===== src/rtl/rtc_pkg.sv =====
package rtc_pkg;

  localparam int TID_W = 2;

  typedef enum logic [1:0] {
    SUB_NONE,
    SUB_ERR,
    SUB_DIF,
    SUB_OUT
  } sub_op_e;

  typedef enum logic [1:0] {
    MUL_NONE,
    MUL_POS,
    MUL_VEL
  } mul_op_e;

  typedef struct packed {
    sub_op_e          sub_op;
    logic [TID_W-1:0] sub_tid;
    mul_op_e          mul_op;
    logic [TID_W-1:0] mul_tid;
  } slot_t;

  typedef enum logic [1:0] {
    ST_IDLE,
    ST_RUN,
    ST_VOTE,
    ST_HOLD
  } fsm_e;

endpackage


===== src/rtl/rtc_sched.sv =====
module rtc_sched
  import rtc_pkg::*;
#(
  parameter int NTHREADS = 3
) (
  input  logic  clk,
  input  logic  rst_n,
  input  logic  accept,
  input  logic  out_ready,
  output slot_t slot,
  output logic  idle,
  output logic  vote_en,
  output logic  out_valid
);

  localparam int LAST = 3 * NTHREADS;
  localparam int SW   = $clog2(LAST + 1);

  fsm_e          st;
  logic [SW-1:0] step;

  always_ff @(posedge clk or negedge rst_n) begin
    if (!rst_n) begin
      st   <= ST_IDLE;
      step <= '0;
    end else begin
      case (st)
        ST_IDLE: if (accept) begin
          st   <= ST_RUN;
          step <= '0;
        end
        ST_RUN: begin
          if (step == SW'(LAST)) st <= ST_VOTE;
          else step <= step + 1'b1;
        end
        ST_VOTE: st <= ST_HOLD;
        default: if (out_ready) st <= ST_IDLE;
      endcase
    end
  end

  assign idle      = (st == ST_IDLE);
  assign vote_en   = (st == ST_VOTE);
  assign out_valid = (st == ST_HOLD);

  // Subtractor: position error and velocity difference of each thread in
  // turn, then the final difference of each thread. Multiplier: each gain
  // product one cycle after the operand it consumes was registered.
  always_comb begin
    int s;
    s    = int'(step);
    slot = '0;
    if (st == ST_RUN) begin
      if (s < 2 * NTHREADS) begin
        slot.sub_op  = (s % 2 == 1) ? SUB_DIF : SUB_ERR;
        slot.sub_tid = TID_W'(s / 2);
      end else if (s > 2 * NTHREADS) begin
        slot.sub_op  = SUB_OUT;
        slot.sub_tid = TID_W'(s - 2 * NTHREADS - 1);
      end
      if (s >= 1 && s <= 2 * NTHREADS) begin
        slot.mul_op  = ((s - 1) % 2 == 1) ? MUL_VEL : MUL_POS;
        slot.mul_tid = TID_W'((s - 1) / 2);
      end
    end
  end

endmodule


===== src/rtl/rtc_alu.sv =====
module rtc_alu #(
  parameter int W         = 16,
  parameter int GAIN_FRAC = 8
) (
  input  logic signed [W-1:0] sub_a,
  input  logic signed [W-1:0] sub_b,
  input  logic signed [W-1:0] mul_a,
  input  logic signed [W-1:0] mul_b,
  output logic signed [W-1:0] sub_y,
  output logic signed [W-1:0] mul_y
);

  localparam logic signed [W-1:0] MAXV = {1'b0, {(W-1){1'b1}}};
  localparam logic signed [W-1:0] MINV = {1'b1, {(W-1){1'b0}}};

  logic signed [W:0]     diff;
  logic signed [2*W-1:0] prod;
  logic signed [2*W-1:0] scl;

  always_comb begin
    diff = $signed({sub_a[W-1], sub_a}) - $signed({sub_b[W-1], sub_b});
    if (diff[W] != diff[W-1]) sub_y = diff[W] ? MINV : MAXV;
    else sub_y = diff[W-1:0];

    prod = $signed({{W{mul_a[W-1]}}, mul_a}) * $signed({{W{mul_b[W-1]}}, mul_b});
    scl  = prod >>> GAIN_FRAC;
    if ((&scl[2*W-1:W-1]) || !(|scl[2*W-1:W-1])) mul_y = scl[W-1:0];
    else mul_y = scl[2*W-1] ? MINV : MAXV;
  end

  always_comb begin
    AST_SUB_SAT: assert ((diff < 0) == sub_y[W-1]);
    AST_MUL_SAT: assert ((scl < 0) == mul_y[W-1]);
  end

endmodule


===== src/rtl/rtc_voter.sv =====
module rtc_voter #(
  parameter int W  = 16,
  parameter int NT = 3
) (
  input  logic [NT-1:0][W-1:0] res,
  output logic [W-1:0]         voted,
  output logic [NT-1:0]        mism
);

  generate
    if (NT == 3) begin : g_tmr
      always_comb begin
        voted = (res[0] & res[1]) | (res[0] & res[2]) | (res[1] & res[2]);
        for (int i = 0; i < 3; i++) mism[i] = (res[i] != voted);
      end
      always_comb begin
        if (res[0] == res[1] && res[1] == res[2])
          AST_UNANIMOUS: assert (mism == '0 && voted == res[0]);
        if (res[0] == res[2])
          AST_PAIR_WINS: assert (voted == res[0] && !mism[0]);
      end
    end else if (NT == 2) begin : g_dmr
      always_comb begin
        voted = res[0];
        mism  = {2{res[0] != res[1]}};
      end
    end else begin : g_simplex
      always_comb begin
        voted = res[0];
        mism  = '0;
      end
    end
  endgenerate

endmodule


===== src/rtl/rtc_thread_ctl.sv =====
module rtc_thread_ctl
  import rtc_pkg::*;
#(
  parameter int NTHREADS  = 3,
  parameter int W         = 16,
  parameter int GAIN_FRAC = 8
) (
  input  logic                clk,
  input  logic                rst_n,
  input  logic                in_valid,
  output logic                in_ready,
  input  logic [W-1:0]        in_pos_des,
  input  logic [W-1:0]        in_pos_meas,
  input  logic [W-1:0]        in_kp,
  input  logic [W-1:0]        in_kv,
  output logic                out_valid,
  input  logic                out_ready,
  output logic [W-1:0]        out_force,
  output logic [NTHREADS-1:0] err_flags,
  input  logic [NTHREADS-1:0] inj_thread,
  input  logic [W-1:0]        inj_mask
);

  localparam int LAT = 3 * NTHREADS + 2;
  localparam int LCW = $clog2(LAT + 1) + 1;

  slot_t slot;
  logic  idle, vote_en, hold, accept;

  assign accept    = in_valid && idle;
  assign in_ready  = idle;
  assign out_valid = hold;

  rtc_sched #(.NTHREADS(NTHREADS)) u_sched (
    .clk       (clk),
    .rst_n     (rst_n),
    .accept    (accept),
    .out_ready (out_ready),
    .slot      (slot),
    .idle      (idle),
    .vote_en   (vote_en),
    .out_valid (hold)
  );

  // Command captured once, shared by all threads.
  logic signed [W-1:0] des_q, meas_q, kp_q, kv_q;

  always_ff @(posedge clk or negedge rst_n) begin
    if (!rst_n) begin
      des_q  <= '0;
      meas_q <= '0;
      kp_q   <= '0;
      kv_q   <= '0;
    end else if (accept) begin
      des_q  <= in_pos_des;
      meas_q <= in_pos_meas;
      kp_q   <= in_kp;
      kv_q   <= in_kv;
    end
  end

  // Per-thread working registers and private previous-position state.
  logic signed [W-1:0] perr_r [NTHREADS];
  logic signed [W-1:0] vdif_r [NTHREADS];
  logic signed [W-1:0] pterm_r[NTHREADS];
  logic signed [W-1:0] vterm_r[NTHREADS];
  logic signed [W-1:0] res_r  [NTHREADS];
  logic signed [W-1:0] prev_r [NTHREADS];

  logic signed [W-1:0] sub_a, sub_b, mul_a, mul_b, sub_y, mul_y;
  logic signed [W-1:0] s_prev, s_pt, s_vt, m_perr, m_vdif;

  always_comb begin
    s_prev = '0;
    s_pt   = '0;
    s_vt   = '0;
    m_perr = '0;
    m_vdif = '0;
    for (int t = 0; t < NTHREADS; t++) begin
      if (slot.sub_tid == TID_W'(t)) begin
        s_prev = prev_r[t];
        s_pt   = pterm_r[t];
        s_vt   = vterm_r[t];
      end
      if (slot.mul_tid == TID_W'(t)) begin
        m_perr = perr_r[t];
        m_vdif = vdif_r[t];
      end
    end

    case (slot.sub_op)
      SUB_ERR: begin sub_a = des_q;  sub_b = meas_q; end
      SUB_DIF: begin sub_a = meas_q; sub_b = s_prev; end
      SUB_OUT: begin sub_a = s_pt;   sub_b = s_vt;   end
      default: begin sub_a = '0;     sub_b = '0;     end
    endcase

    case (slot.mul_op)
      MUL_POS: begin mul_a = kp_q; mul_b = m_perr; end
      MUL_VEL: begin mul_a = kv_q; mul_b = m_vdif; end
      default: begin mul_a = '0;   mul_b = '0;     end
    endcase
  end

  rtc_alu #(.W(W), .GAIN_FRAC(GAIN_FRAC)) u_alu (
    .sub_a (sub_a),
    .sub_b (sub_b),
    .mul_a (mul_a),
    .mul_b (mul_b),
    .sub_y (sub_y),
    .mul_y (mul_y)
  );

  always_ff @(posedge clk or negedge rst_n) begin
    if (!rst_n) begin
      for (int t = 0; t < NTHREADS; t++) begin
        perr_r[t]  <= '0;
        vdif_r[t]  <= '0;
        pterm_r[t] <= '0;
        vterm_r[t] <= '0;
        res_r[t]   <= '0;
        prev_r[t]  <= '0;
      end
    end else begin
      for (int t = 0; t < NTHREADS; t++) begin
        if (slot.sub_tid == TID_W'(t)) begin
          case (slot.sub_op)
            SUB_ERR: perr_r[t] <= sub_y;
            SUB_DIF: vdif_r[t] <= sub_y;
            SUB_OUT: res_r[t]  <= sub_y ^ (inj_thread[t] ? inj_mask : '0);
            default: ;
          endcase
        end
        if (slot.mul_tid == TID_W'(t)) begin
          case (slot.mul_op)
            MUL_POS: pterm_r[t] <= mul_y;
            MUL_VEL: vterm_r[t] <= mul_y;
            default: ;
          endcase
        end
        if (vote_en) prev_r[t] <= meas_q;
      end
    end
  end

  logic [NTHREADS-1:0][W-1:0] res_pk;
  logic [W-1:0]               voted;
  logic [NTHREADS-1:0]        mism;

  always_comb begin
    for (int t = 0; t < NTHREADS; t++) res_pk[t] = res_r[t];
  end

  rtc_voter #(.W(W), .NT(NTHREADS)) u_voter (
    .res   (res_pk),
    .voted (voted),
    .mism  (mism)
  );

  logic [W-1:0]        force_q;
  logic [NTHREADS-1:0] err_q;

  always_ff @(posedge clk or negedge rst_n) begin
    if (!rst_n) begin
      force_q <= '0;
      err_q   <= '0;
    end else if (accept) begin
      err_q <= '0;
    end else if (vote_en) begin
      force_q <= voted;
      err_q   <= mism;
    end
  end

  assign out_force = force_q;
  assign err_flags = err_q;

  // Cycle count since the last taken command, for the latency check.
  logic [LCW-1:0] lat_cnt;

  always_ff @(posedge clk or negedge rst_n) begin
    if (!rst_n) lat_cnt <= '0;
    else if (accept) lat_cnt <= '0;
    else if (!idle && lat_cnt != '1) lat_cnt <= lat_cnt + 1'b1;
  end

  AST_ACCEPT_BUSY: assert property (@(posedge clk) disable iff (!rst_n)
    accept |=> !in_ready);

  AST_LATENCY: assert property (@(posedge clk) disable iff (!rst_n)
    $rose(out_valid) |-> lat_cnt == LCW'(LAT));

  AST_HOLD_STABLE: assert property (@(posedge clk) disable iff (!rst_n)
    (out_valid && !out_ready) |=> (out_valid && $stable(out_force) && $stable(err_flags)));

  AST_ERR_CLEAR: assert property (@(posedge clk) disable iff (!rst_n)
    accept |=> err_flags == '0);

endmodule


===== config.mk =====
export PLATFORM = sky130hd
export DESIGN_NAME = rtc_thread_ctl
export DESIGN_NICKNAME = d
export VERILOG_FILES = /design/src/rtl/rtc_pkg.sv /design/src/rtl/rtc_sched.sv /design/src/rtl/rtc_alu.sv /design/src/rtl/rtc_voter.sv /design/src/rtl/rtc_thread_ctl.sv
export SDC_FILE = /design/constraint.sdc
export NUM_CORES = 2
export LEC_CHECK = 0
export ABC_AREA = 1
export BUFFER_PORTS_ARGS = -buffer_cell sky130_fd_sc_hd__buf_2
export CAP_MARGIN = 20
export CORE_ASPECT_RATIO = 0.8
export CORE_MARGIN = 4
export CORE_UTILIZATION = 50
export CTS_BUF_LIST = sky130_fd_sc_hd__clkbuf_16
export DETAILED_ROUTE_END_ITERATION = 6
export PLACE_DENSITY = 0.71
export REMOVE_ABC_BUFFERS = 1
export SYNTH_ARGS = -nofsm -noshare
export SYNTH_HDL_FRONTEND = slang
export SYNTH_SLANG_ARGS = --single-unit

===== constraint.sdc =====
create_clock -name clk -period 10.6 [get_ports clk]
set_input_delay 2.65 -clock clk [delete_from_list [all_inputs] [get_ports clk]]
set_output_delay 2.65 -clock clk [all_outputs]
set_load 0.02 [all_outputs]

==> results.yml <==
outcome:
  status: "complete, no violations"
clock_network:
  cts_sinks: 345
  clock_path_buffers: 3
  clock-root-buffer: "clkbuf_16"
  clk_latency_ns: 0.57
  tritoncts: "yes"
  path_clk_slew_ns: 0.06
  numCtsBuffers: 38
  h-tree-depth: 2
critical_path:
  path_delay_family: "adder cells"
  endpoint_kind: "flip-flop"
  cp-start-kind: "flip-flop"
  crit_buf_inv: 13
  slowest_stage: "fa_1"
  criticalPathCategory: "reg2reg"
  slowest_delay_ns: 0.51
  cp.arrival_ns: 10.43
  crit_required_ns: 11.04
  path_max_fanout: 14
  path_common_cell: "inv_1"
  rrSetupSlack_ns: 0.60
sta:
  rsz0062_at_grt: "false"
  finalSetupViolCount: 0
  tns_ns: 0
  timing.final.crit_share: 0.943
  max_freq_ghz: 0.100
  finalMaxSlewViolations: 0
  fin_skew_ns: 0.0335
  finalHoldViolCount: 0
  worst_slew_pin_slew_ns: 1.09
  period_minus_slack_ns: 10.0
  max_slew_margin: 0.276
  whs_ns: 0.478
place:
  hpwl_um: 59700
  gp_congestion: 0.953
  io_buffers: 107
logic_synthesis:
  avgSynthCellArea_um2: 7.97
  syn_area_mm2: 0.0281
  synth_ff_type: "dfrtp_1"
  ys_types: 59
  synth-edff-count: 0
  yosys_warnings: 0
  yosysSeqAreaShare: 0.308
  synth_cells: 3518
  async_flop_share: 1.00
  ys_ff_latch: 345
grt:
  antenna_found_initial: 0
  grt_usage: 0.275
  grt_max_degree: 100
  grt_pass1_wl_um: 131000
  grt_overflow: 0
  grt_pass1_vias: 23400
route:
  postRouteAntennaNets: 0
  avgViaCountPerCell: 5.46
  drt_iter0_drc: 2562
  drc: 0
  vias: 24000
  wl_per_cell_um: 18.4
  top_layer: "met4"
  wl_met3_um: 8120
  met1_length_um: 36600
  wl_met2_um: 34200
  drt-total-wl_um: 80900
  dr.pass1.iters: 6
floorplan:
  start_util: 0.506
  row_count: 77
  die_w_um: 273
  core_mm2: 0.0554
  num_io_pins: 108
  chipHeight_um: 220
  die_area_mm2: 0.0600
finish:
  drive_gt1_frac: 0.0964
  fin_nets: 4067
  syn2layout_area_growth_pct: 10.0
  n_antenna_cell: 0
run:
  cap_viol_max_count: 0
hold_path:
  hold_path_class: "reg2reg"
pwr:
  p_leak_nw: 16.3
  p_per_area_mw_per_mm2: 294
  ir_drop_mv: 0.441
## cell usage after synthesis (4+ instances only)
cell type	n	area (um2)
a22oi_1	22	165
ha_1	106	1330
o21ai_0	180	901
buf_1	13	48.8
clkbuf_1	94	353
clkinv_1	7	26.3
o221ai_1	9	78.8
buf_4	6	45.0
nor3_1	9	45.0
a21o_1	11	82.6
a221o_1	5	50.1
xnor2_1	24	210
xor2_1	41	359
o211ai_1	4	30.0
nor2_4	4	45.0
nor2_1	244	916
buf_2	12	60.1
inv_1	550	2060
a221oi_1	29	254
nor2_2	5	31.3
mux2_2	32	360
a211oi_1	4	30.0
a31oi_1	28	175
nand2_2	30	188
o22ai_1	39	244
nand3_2	4	40.0
nand4_1	14	87.6
nand2_4	24	270
nand3_1	155	776
fa_1	262	5250
dfrtp_1	345	8630
nand2_1	1058	3970
a21oi_1	97	485
o21a_1	8	60.1
## metrics by stage
step                setup WS (ns)  cell area [um2]   util  std cells  power, mW
finish                      0.602            30900  0.557       4392       9.08
floorplan                   0.757            27500      -       3390       5.72
global route               0.0100            30900  0.557       4392       9.71
global placement            0.718            29500  0.532       4310       7.45
detailed placement          0.541            29500  0.532       4310       7.53
CTS                         0.485            30700  0.554       4380       8.87
## layer usage
metal	GRT usage	up-vias
met5	0	-
met4	0.0657	0
met3	0.0622	121
met2	0.403	1113
met1	0.418	11600
li1	-	11200
## worst reg2reg max path, delay by kind of cell (launching register included)
kind,cells,cell delay (ns)
adders and majority gates,9,3.61
and+or+nand+nor,19,2.80
buffers and inverters,13,1.56
AOI/OAI and AO/OA,6,1.42
DFF,1,0.48
## cell type report
type                    instances  area, um2
fillers                      5067      24500
multi-input cells            2485      16800
flip-flops and latches        345       8630
inverters                     560       2110
repair buffers                182       1160
clock buffers                  39        976
well taps                     750        938
clock inverters                31        230
## registers in the layout (all words and copies together) (netlist names), 16 cells and up
register	flops
vdif_r	48
res_pk	48
out_force	16
meas_q	16
perr_r	48
des_q	16
kv_q	16
prev_r	16
kp_q	16
pterm_r	48
vterm_r	48
## cells in the final DEF, fill, tap and decap left out, types with 5 or more instances in the layout
| cell | instances |
|---|---|
| nor2_2 | 9 |
| inv_1 | 558 |
| o221ai_1 | 7 |
| xor2_1 | 41 |
| o22ai_1 | 39 |
| mux2_2 | 32 |
| buf_2 | 106 |
| nor2_4 | 5 |
| nand3_1 | 155 |
| clkinv_1 | 16 |
| clkinv_2 | 5 |
| a221oi_1 | 29 |
| nand2_4 | 24 |
| a21o_1 | 11 |
| nand2_2 | 32 |
| nor2_1 | 239 |
| clkbuf_16 | 39 |
| a22oi_1 | 22 |
| xnor2_1 | 24 |
| nor3_1 | 9 |
| o21ai_0 | 180 |
| ha_1 | 106 |
| buf_4 | 70 |
| o21a_1 | 8 |
| fa_1 | 262 |
| a31oi_1 | 28 |
| nand2_1 | 1055 |
| a21oi_1 | 97 |
| a221o_1 | 5 |
| nand4_1 | 14 |
| dfrtp_1 | 345 |
## where the power goes
part           switching [mW]  total, mW  internal [mW]
Clock                   0.571       1.31          0.743
Combinational            4.00       5.60           1.60
Sequential              0.335       2.17           1.84
## final timing paths
check                                             from                       end  cells past startpoint
setup / recovery           u_sched.step[0]$_DFFE_PN0P_    vterm_r[2]$_DFFE_PN0P_                     47
hold / removal                   prev_r[5]$_DFFE_PN0P_     prev_r[5]$_DFFE_PN0P_                      2
setup reg to reg           u_sched.step[0]$_DFFE_PN0P_    vterm_r[2]$_DFFE_PN0P_                     47
hold reg to reg                  prev_r[5]$_DFFE_PN0P_     prev_r[5]$_DFFE_PN0P_                      2
max in group asynchronous                        rst_n   vterm_r[38]$_DFFE_PN0P_                      3
min in group asynchronous                        rst_n  err_flags[2]$_DFFE_PN0P_                      1
## repair_timing
| action | in CTS | in global routing |
|---|---|---|
| hold endpoints to repair | 0 | 0 |
| hold buffers | 0 | 0 |
| buffers inserted | 0 | 11 |
| gates resized for setup | 0 | 10 |
| endpoints found under the setup margin | 0 | 90 |
## logic make-up (layout without fill, tap and decap cells)
group,after synthesis,after routing,share of synthesized area
XOR/XNOR,65,65,0.0203
multiplexers,32,32,0.0128
flip-flops,345,345,0.308
AND/OR/NAND/NOR,1561,1561,0.232
AO/OA/AOI/OAI,459,459,0.0980
buffers and inverters,688,812,0.0948
adder cells (fa/ha/maj),368,368,0.234
Note: power is estimated with default switching activity, not from simulation.
